===== config.mk =====
export PLATFORM = sky130hd
export DESIGN_NAME = wf_fetch_arb
export DESIGN_NICKNAME = d
export VERILOG_FILES = /design/src/rtl/wf_fetch_pkg.sv /design/src/rtl/wf_elig_eval.sv /design/src/rtl/wf_ready_fifo.sv /design/src/rtl/wf_pend_track.sv /design/src/rtl/wf_fetch_arb.sv
export SDC_FILE = /design/constraint.sdc
export NUM_CORES = 1
export LEC_CHECK = 0
export BUFFER_PORTS_ARGS = -buffer_cell sky130_fd_sc_hd__buf_2
export CORE_ASPECT_RATIO = 1.1
export CORE_MARGIN = 2
export CORE_UTILIZATION = 45
export DETAILED_ROUTE_END_ITERATION = 12
export GPL_TIMING_DRIVEN = 0
export PLACE_DENSITY = 0.78
export SLEW_MARGIN = 20
export SYNTH_ARGS = -nofsm -noshare
export SYNTH_HDL_FRONTEND = slang
export SYNTH_SLANG_ARGS = --single-unit

===== constraint.sdc =====
create_clock -name clk_i -period 7.45 [get_ports clk_i]
set_input_delay 1.1175 -clock clk_i [delete_from_list [all_inputs] [get_ports clk_i]]
set_output_delay 1.1175 -clock clk_i [all_outputs]
set_load 0.05 [all_outputs]

===== src/rtl/wf_fetch_pkg.sv =====
package wf_fetch_pkg;
  localparam int unsigned DEF_SLOTS   = 8;
  localparam int unsigned DEF_OCC_W   = 4;
  localparam int unsigned DEF_OCC_MAX = 4;
endpackage


===== src/rtl/wf_elig_eval.sv =====
module wf_elig_eval #(
  parameter int unsigned N_SLOTS = 8,
  parameter int unsigned OCC_W   = 4,
  parameter int unsigned OCC_MAX = 4
) (
  input  logic [N_SLOTS-1:0]       run_i,
  input  logic [N_SLOTS*OCC_W-1:0] occ_i,
  input  logic [N_SLOTS-1:0]       branch_i,
  input  logic [N_SLOTS-1:0]       pending_i,
  input  logic [N_SLOTS-1:0]       queued_i,
  output logic [N_SLOTS-1:0]       elig_o
);
  localparam logic [OCC_W-1:0] LIMIT = OCC_W'(OCC_MAX);

  for (genvar j = 0; j < N_SLOTS; j++) begin : g_slot
    logic occ_ok;
    assign occ_ok    = occ_i[j*OCC_W +: OCC_W] <= LIMIT;
    assign elig_o[j] = ~queued_i[j] & run_i[j] & occ_ok & ~branch_i[j] & ~pending_i[j];
  end
endmodule


===== src/rtl/wf_ready_fifo.sv =====
module wf_ready_fifo #(
  parameter int unsigned N_SLOTS = 8,
  parameter int unsigned IDX_W   = $clog2(N_SLOTS)
) (
  input  logic               clk_i,
  input  logic               rst_ni,
  input  logic [N_SLOTS-1:0] push_i,
  input  logic               pop_i,
  output logic [IDX_W-1:0]   head_o,
  output logic               nonempty_o,
  output logic [N_SLOTS-1:0] queued_o
);
  localparam int unsigned CNT_W = $clog2(N_SLOTS + 1);

  logic [IDX_W-1:0]   q_d [N_SLOTS];
  logic [IDX_W-1:0]   q_q [N_SLOTS];
  logic [CNT_W-1:0]   cnt_d, cnt_q;
  logic [N_SLOTS-1:0] queued_q, pop_mask;

  assign head_o     = q_q[0];
  assign nonempty_o = cnt_q != '0;
  assign queued_o   = queued_q;

  always_comb begin
    pop_mask = '0;
    if (pop_i) pop_mask[head_o] = 1'b1;
  end

  // pop shifts toward the head, then new entries fill in ascending slot order
  always_comb begin
    for (int i = 0; i < N_SLOTS; i++) q_d[i] = q_q[i];
    cnt_d = cnt_q;
    if (pop_i) begin
      for (int i = 0; i < N_SLOTS - 1; i++) q_d[i] = q_q[i+1];
      cnt_d = cnt_q - 1'b1;
    end
    for (int j = 0; j < N_SLOTS; j++) begin
      if (push_i[j]) begin
        q_d[cnt_d[IDX_W-1:0]] = IDX_W'(j);
        cnt_d = cnt_d + 1'b1;
      end
    end
  end

  always_ff @(posedge clk_i or negedge rst_ni) begin
    if (!rst_ni) begin
      for (int i = 0; i < N_SLOTS; i++) q_q[i] <= '0;
      cnt_q    <= '0;
      queued_q <= '0;
    end else begin
      for (int i = 0; i < N_SLOTS; i++) q_q[i] <= q_d[i];
      cnt_q    <= cnt_d;
      queued_q <= (queued_q & ~pop_mask) | push_i;
    end
  end
endmodule


===== src/rtl/wf_pend_track.sv =====
module wf_pend_track #(
  parameter int unsigned N_SLOTS = 8,
  parameter int unsigned IDX_W   = $clog2(N_SLOTS)
) (
  input  logic               clk_i,
  input  logic               rst_ni,
  input  logic               set_valid_i,
  input  logic [IDX_W-1:0]   set_slot_i,
  input  logic               clr_valid_i,
  input  logic [IDX_W-1:0]   clr_slot_i,
  output logic [N_SLOTS-1:0] pending_o
);
  logic [N_SLOTS-1:0] set_m, clr_m, pend_q;

  always_comb begin
    set_m = '0;
    clr_m = '0;
    if (set_valid_i) set_m[set_slot_i] = 1'b1;
    if (clr_valid_i) clr_m[clr_slot_i] = 1'b1;
  end

  always_ff @(posedge clk_i or negedge rst_ni) begin
    if (!rst_ni) pend_q <= '0;
    else         pend_q <= (pend_q & ~clr_m) | set_m;
  end

  assign pending_o = pend_q;
endmodule


===== src/rtl/wf_fetch_arb.sv =====
module wf_fetch_arb
  import wf_fetch_pkg::*;
#(
  parameter int unsigned N_SLOTS = DEF_SLOTS,
  parameter int unsigned OCC_W   = DEF_OCC_W,
  parameter int unsigned OCC_MAX = DEF_OCC_MAX,
  localparam int unsigned IDX_W  = $clog2(N_SLOTS)
) (
  input  logic                     clk_i,
  input  logic                     rst_ni,
  input  logic [N_SLOTS-1:0]       run_i,
  input  logic [N_SLOTS*OCC_W-1:0] occ_i,
  input  logic [N_SLOTS-1:0]       branch_i,
  input  logic                     done_valid_i,
  input  logic [IDX_W-1:0]         done_slot_i,
  output logic                     grant_valid_o,
  output logic [IDX_W-1:0]         grant_slot_o,
  output logic [N_SLOTS-1:0]       pending_o,
  output logic [N_SLOTS-1:0]       queued_o
);
  logic [N_SLOTS-1:0] elig, pend, queued;
  logic [IDX_W-1:0]   head;
  logic               nonempty;

  wf_elig_eval #(.N_SLOTS(N_SLOTS), .OCC_W(OCC_W), .OCC_MAX(OCC_MAX)) u_elig (
    .run_i(run_i), .occ_i(occ_i), .branch_i(branch_i),
    .pending_i(pend), .queued_i(queued), .elig_o(elig)
  );

  wf_ready_fifo #(.N_SLOTS(N_SLOTS), .IDX_W(IDX_W)) u_fifo (
    .clk_i(clk_i), .rst_ni(rst_ni), .push_i(elig), .pop_i(nonempty),
    .head_o(head), .nonempty_o(nonempty), .queued_o(queued)
  );

  wf_pend_track #(.N_SLOTS(N_SLOTS), .IDX_W(IDX_W)) u_pend (
    .clk_i(clk_i), .rst_ni(rst_ni),
    .set_valid_i(nonempty), .set_slot_i(head),
    .clr_valid_i(done_valid_i), .clr_slot_i(done_slot_i),
    .pending_o(pend)
  );

  assign grant_valid_o = nonempty;
  assign grant_slot_o  = head;
  assign pending_o     = pend;
  assign queued_o      = queued;
endmodule


==> results of run 1 <==
==> state kept, by name, indices dropped and copies added (netlist names) <==
register	cells
u_fifo.cnt_q	4
u_fifo.head_o	3
u_fifo.q_q	21
u_fifo.queued_o	8
u_pend.pending_o	8
==> logic make-up (layout without fill, tap and decap cells) <==
family,Yosys count,after routing,synth area share
mux,13,13,0.0321
fa+ha+maj,9,9,0.0261
xor+xnor,30,30,0.104
compound gates,139,139,0.235
flops,44,44,0.267
simple gates,251,251,0.303
buf+inv,31,112,0.0331
==> final timing paths <==
path	endpoint	slack, ns	cells past startpoint
max reg2reg	u_fifo.cnt_q[3]	0.49	31
min reg2reg	u_fifo.queued_o[7]	0.51	2
max in group asynchronous	u_fifo.cnt_q[1]	6.24	1
min in group asynchronous	u_pend.pending_o[3]	0.81	1
min	u_fifo.queued_o[7]	0.51	2
max	u_fifo.cnt_q[3]	0.49	31
==> worst reg2reg max path, delay by kind of cell, from the launching register on <==
family	cells	cell delay [ns]
AO/OA/AOI/OAI	8	1.97
XOR/XNOR	3	0.59
adder cells (fa/ha/maj)	5	1.40
buffers and inverters	5	0.72
flip-flops	1	0.49
AND/OR/NAND/NOR	10	1.72
==> metal layers <==
metal | up-vias | track usage
met3 | 46 | 0.0304
met5 | - | 0
met1 | 2110 | 0.358
met2 | 235 | 0.448
li1 | 2066 | -
met4 | 0 | 0.102
==> through the flow <==
step | TNS [ns] | power [uW] | worst slack, ns | hold slack [ns] | cells
after floorplan | 0 | 1720 | 0.877 | 0.506 | 517
after global placement | -1.63 | 2080 | -0.270 | 0.488 | 704
after detailed placement | -3.53 | 2110 | -0.403 | 0.495 | 704
after CTS | 0 | 2310 | 0.0413 | 0.515 | 710
after global routing | 0 | 2540 | 0.0219 | 0.543 | 712
final | 0 | 2370 | 0.488 | 0.511 | 712
==> area by class of cell <==
type	count	area, um2	share of cell area
flip-flops and latches	44	1100	0.230
well taps	114	143	0.0298
repair buffers	75	383	0.0800
inverters	13	48.8	0.0102
plain buffers	18	87.6	0.0183
multi-input cells	442	2920	0.611
clock buffers	5	68.8	0.0144
clock inverters	1	30.0	0.00628
==> timing repair <==
item / 4_1_cts / 5_1_grt
pin swaps: 0 / 0
endpoints found under the setup margin: 13 / 24
resized for setup: 2 / 4
setup buffers: 0 / 2
==> layout by cell type, fill, tap and decap left out, drive strengths merged, types with 4 or more instances in the layout <==
cell type   n
o21ai      32
nand4b      5
nand3b      5
buf        86
xnor3       5
or4b        5
nor4        4
nor3       20
o22ai       4
mux2i      11
a221oi      4
ha          7
or2         5
and2        4
and3        5
a21oi      33
xnor2      21
nand2      90
dfrtp      44
nand3      22
a22o        4
inv        13
nand2b      7
nor4b       4
o211ai      8
a22oi       5
nor2       52
clkbuf     12
o21a        4
a211o       5
nand4      12
o31ai       7
==> power groups by stage <==
stage | clock network, uW | registers [uW] | logic, uW
after floorplan | 0 | 532 | 1190
after global placement | 0 | 432 | 1650
after detailed placement | 0 | 436 | 1670
after CTS | 180 | 431 | 1700
after global routing | 189 | 445 | 1900
final | 181 | 435 | 1760
==> flow_summary.html, run 1 <==
<table>
<tr><th>Metric</th><th>Value</th></tr>
<tr><th colspan="2">Yosys</th></tr>
<tr><td>Leading cell types by count after synthesis</td><td>sky130_fd_sc_hd__nand2_1, sky130_fd_sc_hd__nor2_1, sky130_fd_sc_hd__dfrtp_1, sky130_fd_sc_hd__a21oi_1, sky130_fd_sc_hd__o21ai_0</td></tr>
<tr><td>Cell types with the largest area share after synthesis</td><td>sky130_fd_sc_hd__dfrtp_1, sky130_fd_sc_hd__nand2_1, sky130_fd_sc_hd__nor2_1</td></tr>
<tr><td>Number of synthesized register bits</td><td>44</td></tr>
<tr><td>Most frequent cell after synthesis</td><td>sky130_fd_sc_hd__nand2_1</td></tr>
<tr><td>Post-Synthesis Net Count</td><td>578</td></tr>
<tr><td>Synth top area share</td><td>0.267</td></tr>
<tr><td>Biggest area consumer among synthesized cells</td><td>sky130_fd_sc_hd__dfrtp_1</td></tr>
<tr><td>Post-Synthesis Cell Area</td><td>4130 um2</td></tr>
<tr><td>Share of synthesized area occupied by flip-flops and latches</td><td>0.267</td></tr>
<tr><td>Avg Synthesized Cell Area</td><td>7.98 um2</td></tr>
<tr><td>Ys Warns</td><td>0</td></tr>
<tr><td>Number of unique standard cell types used by synthesis</td><td>77</td></tr>
<tr><td>Share of synthesized registers carrying an async set or reset</td><td>1.00</td></tr>
<tr><td>Post-Syn Instances</td><td>517</td></tr>
<tr><td>Post-synth EDFFs</td><td>0</td></tr>
<tr><td>Flip-flop cell with the highest count after synthesis</td><td>sky130_fd_sc_hd__dfrtp_1</td></tr>
<tr><th colspan="2">Setup path</th></tr>
<tr><td>Start point of the critical path</td><td>u_fifo.cnt_q[0]</td></tr>
<tr><td>Critical path's largest stage delay</td><td>0.49 ns</td></tr>
<tr><td>Cell class contributing the biggest share of worst-path delay</td><td>compound AO/OA/AOI/OAI gates</td></tr>
<tr><td>Critical-path top delay cell</td><td>sky130_fd_sc_hd__dfrtp_1</td></tr>
<tr><td>Buffers and inverters on the worst path</td><td>5</td></tr>
<tr><td>Critical R2R Launch</td><td>u_fifo.cnt_q[0]</td></tr>
<tr><td>Worst EP required</td><td>7.65 ns</td></tr>
<tr><td>Crit Path Class</td><td>flop to flop</td></tr>
<tr><td>Sort of element at the start of the critical path</td><td>flop</td></tr>
<tr><td>Worst-path fanout max</td><td>9</td></tr>
<tr><td>Arrival time at the worst endpoint</td><td>7.16 ns</td></tr>
<tr><td>Cell mode on critical path</td><td>sky130_fd_sc_hd__ha_1</td></tr>
<tr><td>CP Capture Type</td><td>flop</td></tr>
<tr><th colspan="2">Clocking</th></tr>
<tr><td>CTS buffer count</td><td>5</td></tr>
<tr><td>Cts hold-fix bufs</td><td>0</td></tr>
<tr><td>Deepest clock path buffer count</td><td>2</td></tr>
<tr><td>CTS tree</td><td>yes</td></tr>
<tr><td>Skew-Pair Late Insertion Delay</td><td>0.30 ns</td></tr>
<tr><td>Sink Count</td><td>44</td></tr>
<tr><td>Htree depth</td><td>2</td></tr>
<tr><td>Clock slew at the register clock pins of the worst setup and hold paths</td><td>0.09 ns</td></tr>
<tr><td>Master cell of the clock root buffer</td><td>sky130_fd_sc_hd__clkbuf_8</td></tr>
<tr><th colspan="2">Route</th></tr>
<tr><td>1st-iter DRT viols</td><td>376</td></tr>
<tr><td>Antenna-violating nets left</td><td>0</td></tr>
<tr><td>Post-route DRC</td><td>0</td></tr>
<tr><td>Highest metal layer used by the detailed router</td><td>met4</td></tr>
<tr><td>Met3 wire len</td><td>991 um</td></tr>
<tr><td>Routed wire length</td><td>13.0 mm</td></tr>
<tr><td>Wire per inst</td><td>18.3 um</td></tr>
<tr><td>Length of routed wiring on met1</td><td>5.21 mm</td></tr>
<tr><td>Drt pass-1 iters</td><td>5</td></tr>
<tr><td>Vias post-DR</td><td>4457</td></tr>
<tr><td>Wire length on met2</td><td>6.34 mm</td></tr>
<tr><td>Detail-routed via count per cell</td><td>6.26</td></tr>
<tr><th colspan="2">Power and ir drop</th></tr>
<tr><td>Part of the power in combinational logic</td><td>0.741</td></tr>
<tr><td>Proportion of power drawn by the clock network</td><td>0.076</td></tr>
<tr><td>Power spent charging and discharging nets</td><td>1290 uW</td></tr>
<tr><td>Net switching share of the total power</td><td>0.544</td></tr>
<tr><td>Peak VDD IR</td><td>0.311 mV</td></tr>
<tr><td>Internal portion of total power</td><td>1080 uW</td></tr>
<tr><td>Standby leakage power</td><td>0.00217 uW</td></tr>
<tr><td>Sequential Power Share</td><td>0.183</td></tr>
<tr><td>Pwr per Cell Area</td><td>496 nW/um2</td></tr>
<tr><th colspan="2">Floorplan</th></tr>
<tr><td>Effective utilization at floorplan</td><td>0.465</td></tr>
<tr><td>Full die area</td><td>9950 um2</td></tr>
<tr><td>Chip Height</td><td>104 um</td></tr>
<tr><td>Chip Width</td><td>95.3 um</td></tr>
<tr><td>Core region area</td><td>8870 um2</td></tr>
<tr><td>Cell row count</td><td>36</td></tr>
<tr><td>I/O pin cnt</td><td>74</td></tr>
<tr><th colspan="2">Place</th></tr>
<tr><td>Standard cell area after detailed placement</td><td>4630 um2</td></tr>
<tr><td>GP Congestion</td><td>0.954</td></tr>
<tr><td>Post-DP HPWL</td><td>10.4 mm</td></tr>
<tr><td>Port bufs</td><td>73</td></tr>
<tr><th colspan="2">Global routing</th></tr>
<tr><td>Wire length of the first global-routing pass</td><td>21.4 mm</td></tr>
<tr><td>Maximum number of pins on one net before global-route repair</td><td>45</td></tr>
<tr><td>Global route total overflow</td><td>0</td></tr>
<tr><td>Number of antenna violations at the first check in global routing</td><td>0</td></tr>
<tr><td>Via count of the first global-routing pass</td><td>4354</td></tr>
<tr><td>Total routing resource utilization after global routing</td><td>0.271</td></tr>
<tr><th colspan="2">STA</th></tr>
<tr><td>Maximum operating frequency</td><td>144 MHz</td></tr>
<tr><td>Final period utilization</td><td>0.934</td></tr>
<tr><td>Max-slew headroom at the worst pin</td><td>0.419</td></tr>
<tr><td>Final hold violation count</td><td>0</td></tr>
<tr><td>Setup repair after global routing missed its margin</td><td>no</td></tr>
<tr><td>Pin slew with the least headroom to its limit</td><td>0.864 ns</td></tr>
<tr><td>Max-slew violation total from the final report</td><td>0</td></tr>
<tr><td>Final setup skew</td><td>0.00931 ns</td></tr>
<tr><td>Number of endpoints failing setup at the final stage</td><td>0</td></tr>
<tr><td>Min Tclk post-route</td><td>6.96 ns</td></tr>
<tr><th colspan="2">Layout</th></tr>
<tr><td>N_diodes</td><td>0</td></tr>
<tr><td>Fraction of layout cells with a size suffix above 1</td><td>0.209</td></tr>
<tr><td>Fillers</td><td>821</td></tr>
<tr><td>Final design area excluding fillers</td><td>4780 um2</td></tr>
<tr><td>Post-synthesis to final-layout area growth</td><td>15.9%</td></tr>
<tr><td>Final core utilization</td><td>0.539</td></tr>
<tr><td>Final net count</td><td>660</td></tr>
<tr><th colspan="2">Worst hold path</th></tr>
<tr><td>Type of the worst min-delay path</td><td>flop to flop</td></tr>
<tr><td>Critical hold path startpoint</td><td>u_fifo.queued_o[7]</td></tr>
<tr><th colspan="2">Status</th></tr>
<tr><td>Run status</td><td>finished clean</td></tr>
<tr><th colspan="2">Run</th></tr>
<tr><td>Reported max-cap violation count</td><td>0</td></tr>
</table>
Note: power is estimated with default switching activity, not from simulation.
==> run 2: changes to the inputs <==
- CORE_ASPECT_RATIO: 1.1 -> not set
- CORE_MARGIN: 2 -> not set
- RECOVER_POWER: not set -> 50
==> flow_summary.html, run 2 (synthesis gave the netlist of run 1 again) <==
<table>
<tr><th>Metric</th><th>Value</th></tr>
<tr><th colspan="2">Status</th></tr>
<tr><td>Run status</td><td>complete, but fails checks (was finished clean)</td></tr>
<tr><td>Failing checks</td><td>design-rule violations, max-capacitance violations, max-slew violations</td></tr>
<tr><th colspan="2">Power and ir drop</th></tr>
<tr><td>Net switching share of the total power</td><td>0.550 (was 0.544)</td></tr>
<tr><td>Power spent charging and discharging nets</td><td>1310 uW (was 1290 uW)</td></tr>
<tr><td>Pwr per Cell Area</td><td>499 nW/um2 (was 496 nW/um2)</td></tr>
<tr><td>Sequential Power Share</td><td>0.182 (was 0.183)</td></tr>
<tr><td>Internal portion of total power</td><td>1070 uW (was 1080 uW)</td></tr>
<tr><td>Part of the power in combinational logic</td><td>0.739 (was 0.741)</td></tr>
<tr><td>Proportion of power drawn by the clock network</td><td>0.079 (was 0.076)</td></tr>
<tr><td>Standby leakage power</td><td>0.00213 uW (was 0.00217 uW)</td></tr>
<tr><td>Peak VDD IR</td><td>0.276 mV (was 0.311 mV)</td></tr>
<tr><th colspan="2">Place</th></tr>
<tr><td>Standard cell area after detailed placement</td><td>4630 um2 (about the same)</td></tr>
<tr><td>Post-DP HPWL</td><td>10.5 mm (was 10.4 mm)</td></tr>
<tr><td>Port bufs</td><td>73 (unchanged)</td></tr>
<tr><td>GP Congestion</td><td>0.952 (was 0.954)</td></tr>
<tr><th colspan="2">Route</th></tr>
<tr><td>Routed wire length</td><td>13.1 mm (was 13.0 mm)</td></tr>
<tr><td>1st-iter DRT viols</td><td>378 (was 376)</td></tr>
<tr><td>Wire per inst</td><td>18.6 um (was 18.3 um)</td></tr>
<tr><td>Detail-routed via count per cell</td><td>6.27 (was 6.26)</td></tr>
<tr><td>Antenna-violating nets left</td><td>0 (unchanged)</td></tr>
<tr><td>Post-route DRC</td><td>2 (was 0)</td></tr>
<tr><td>Drt pass-1 iters</td><td>9 (was 5)</td></tr>
<tr><td>Vias post-DR</td><td>4430 (was 4457)</td></tr>
<tr><th colspan="2">Floorplan</th></tr>
<tr><td>Chip Width</td><td>97.8 um (was 95.3 um)</td></tr>
<tr><td>I/O pin cnt</td><td>74 (unchanged)</td></tr>
<tr><td>Cell row count</td><td>34 (was 36)</td></tr>
<tr><td>Full die area</td><td>9560 um2 (was 9950 um2)</td></tr>
<tr><td>Effective utilization at floorplan</td><td>0.469 (was 0.465)</td></tr>
<tr><td>Core region area</td><td>8810 um2 (was 8870 um2)</td></tr>
<tr><td>Chip Height</td><td>97.8 um (was 104 um)</td></tr>
<tr><th colspan="2">STA</th></tr>
<tr><td>Max-slew headroom at the worst pin</td><td>-0.640 (was 0.419)</td></tr>
<tr><td>Max-slew violation total from the final report</td><td>45 (was 0)</td></tr>
<tr><td>Number of endpoints failing setup at the final stage</td><td>0 (unchanged)</td></tr>
<tr><td>Maximum operating frequency</td><td>143 MHz (was 144 MHz)</td></tr>
<tr><td>Worst hold slack after final layout</td><td>0.512 ns (was 0.511 ns)</td></tr>
<tr><td>Setup repair after global routing missed its margin</td><td>no (unchanged)</td></tr>
<tr><td>Final hold violation count</td><td>0 (unchanged)</td></tr>
<tr><td>Final setup skew</td><td>0.0108 ns (was 0.00931 ns)</td></tr>
<tr><td>Pin slew with the least headroom to its limit</td><td>2.46 ns (was 0.864 ns)</td></tr>
<tr><td>Min Tclk post-route</td><td>6.98 ns (was 6.96 ns)</td></tr>
<tr><td>Final period utilization</td><td>0.936 (was 0.934)</td></tr>
<tr><th colspan="2">Setup path</th></tr>
<tr><td>Cell mode on critical path</td><td>sky130_fd_sc_hd__ha_1 (unchanged)</td></tr>
<tr><td>Critical path's largest stage delay</td><td>0.48 ns (was 0.49 ns)</td></tr>
<tr><td>Critical-path top delay cell</td><td>sky130_fd_sc_hd__dfrtp_1 (unchanged)</td></tr>
<tr><td>Arrival time at the worst endpoint</td><td>7.17 ns (was 7.16 ns)</td></tr>
<tr><td>Sort of element at the start of the critical path</td><td>flop (unchanged)</td></tr>
<tr><td>Buffers and inverters on the worst path</td><td>5 (unchanged)</td></tr>
<tr><td>CP Capture Type</td><td>flop (unchanged)</td></tr>
<tr><td>Worst-path fanout max</td><td>9 (unchanged)</td></tr>
<tr><td>Cell class contributing the biggest share of worst-path delay</td><td>compound AO/OA/AOI/OAI gates (unchanged)</td></tr>
<tr><td>Worst EP required</td><td>7.65 ns (about the same)</td></tr>
<tr><td>Crit Path Class</td><td>flop to flop (unchanged)</td></tr>
<tr><th colspan="2">Layout</th></tr>
<tr><td>Commonest non-fill, non-tap cell in the layout</td><td>sky130_fd_sc_hd__nand2_1 (unchanged)</td></tr>
<tr><td>Final core utilization</td><td>0.541 (was 0.539)</td></tr>
<tr><td>Register with the most flip-flops</td><td>u_fifo.q_q (unchanged)</td></tr>
<tr><td>Post-synthesis to final-layout area growth</td><td>15.5% (was 15.9%)</td></tr>
<tr><td>Fraction of layout cells with a size suffix above 1</td><td>0.192 (was 0.209)</td></tr>
<tr><td>Final design area excluding fillers</td><td>4770 um2 (was 4780 um2)</td></tr>
<tr><td>Commonest cells after routing, fill and taps aside</td><td>sky130_fd_sc_hd__nand2_1, sky130_fd_sc_hd__buf_2, sky130_fd_sc_hd__nor2_1 (unchanged)</td></tr>
<tr><td>Final net count</td><td>659 (was 660)</td></tr>
<tr><td>N_diodes</td><td>0 (unchanged)</td></tr>
<tr><td>Largest register FFs</td><td>21 (unchanged)</td></tr>
<tr><th colspan="2">Clocking</th></tr>
<tr><td>Htree depth</td><td>2 (unchanged)</td></tr>
<tr><td>Master cell of the clock root buffer</td><td>sky130_fd_sc_hd__clkbuf_8 (unchanged)</td></tr>
<tr><td>Clock slew at the register clock pins of the worst setup and hold paths</td><td>0.09 ns (about the same)</td></tr>
<tr><td>Sink Count</td><td>44 (unchanged)</td></tr>
<tr><td>CTS tree</td><td>yes (unchanged)</td></tr>
<tr><td>Cts hold-fix bufs</td><td>0 (unchanged)</td></tr>
<tr><td>CTS buffer count</td><td>5 (unchanged)</td></tr>
<tr><td>Deepest clock path buffer count</td><td>2 (unchanged)</td></tr>
<tr><td>Skew-Pair Late Insertion Delay</td><td>0.30 ns (about the same)</td></tr>
<tr><th colspan="2">Global routing</th></tr>
<tr><td>Total routing resource utilization after global routing</td><td>0.278 (was 0.271)</td></tr>
<tr><td>Wire length of the first global-routing pass</td><td>21.2 mm (was 21.4 mm)</td></tr>
<tr><td>Number of antenna violations at the first check in global routing</td><td>0 (unchanged)</td></tr>
<tr><td>Via count of the first global-routing pass</td><td>4125 (was 4354)</td></tr>
<tr><td>Maximum number of pins on one net before global-route repair</td><td>45 (unchanged)</td></tr>
<tr><td>Global route total overflow</td><td>0 (unchanged)</td></tr>
<tr><th colspan="2">Run</th></tr>
<tr><td>Reported max-cap violation count</td><td>1 (was 0)</td></tr>
<tr><th colspan="2">Worst hold path</th></tr>
<tr><td>Type of the worst min-delay path</td><td>flop to flop (unchanged)</td></tr>
</table>
==> run 2: cell types whose count changed in the layout (fill, tap and decap cells not counted) <==
cell	delta
sky130_fd_sc_hd__clkbuf_1	+11
sky130_fd_sc_hd__buf_2	-10
sky130_fd_sc_hd__buf_4	-2
sky130_fd_sc_hd__clkinv_2	+1
sky130_fd_sc_hd__clkinvlp_4	+1
==> run 2: worst reg2reg max path: cells and delay by family (launching register included) <==
family          cells  cell delay [ns]
buf+inv             5             0.73
compound gates      8             1.99
simple gates       10             1.69
xor+xnor            3             0.60
flops               1             0.48
fa+ha+maj           5             1.37
==> run 2: repair_timing <==
item | 4_1_cts | 5_1_grt
setup endpoints to repair | 11 | 24
setup buffers | 0 | 1
gates resized for setup | 2 | 4
==> run 2: per-layer routing <==
| metal | GRT usage | routed length, um |
|---|---|---|
| met2 | 0.444 | 5910 |
| met1 | 0.397 | 5890 |
| met4 | 0.0816 | 331 |
| met5 | 0 | 0 |
| met3 | 0.0322 | 995 |
==> run 2: final cells by class <==
cell class	count	area [um2]
tap	108	135
buffer	18	87.6
fill	848	4040
multi-input combinational	442	2920
inverter	13	48.8
timing repair buffer	74	359
sequential	44	1100
clock buffer	5	68.8
clock inverter	3	42.5
==> run 2: power by group through the flow <==
stage	logic [uW]	registers [uW]	clock network, uW
2_1_floorplan	1190	532	0
3_3_place_gp	1670	432	0
3_5_place_dp	1690	434	0
4_1_cts	1710	429	186
5_1_grt	1900	446	197
6_report	1760	434	187
==> run 2: worst paths after layout <==
| kind | from | to | slack (ns) | cells past startpoint |
|---|---|---|---|---|
| max in group asynchronous | rst_ni | u_fifo.q_q[8] | 4.49 | 1 |
| hold reg to reg | u_fifo.queued_o[6] | u_fifo.queued_o[6] | 0.51 | 2 |
| min in group asynchronous | rst_ni | u_fifo.queued_o[5] | 1.56 | 1 |
| hold / removal | u_fifo.queued_o[6] | u_fifo.queued_o[6] | 0.51 | 2 |
| setup reg to reg | u_fifo.cnt_q[0] | u_fifo.cnt_q[3] | 0.47 | 31 |
| setup / recovery | u_fifo.cnt_q[0] | u_fifo.cnt_q[3] | 0.47 | 31 |
==> run 2: per-stage QoR <==
step | setup slack [ns] | total power (uW) | instances | TNS, ns
floorplan | 0.877 | 1720 | 517 | 0
global placement | -0.230 | 2110 | 698 | -1.11
detailed placement | -0.354 | 2120 | 698 | -2.89
CTS | 0.142 | 2320 | 706 | 0
global route | 0.0100 | 2540 | 707 | 0
finish | 0.474 | 2380 | 707 | 0
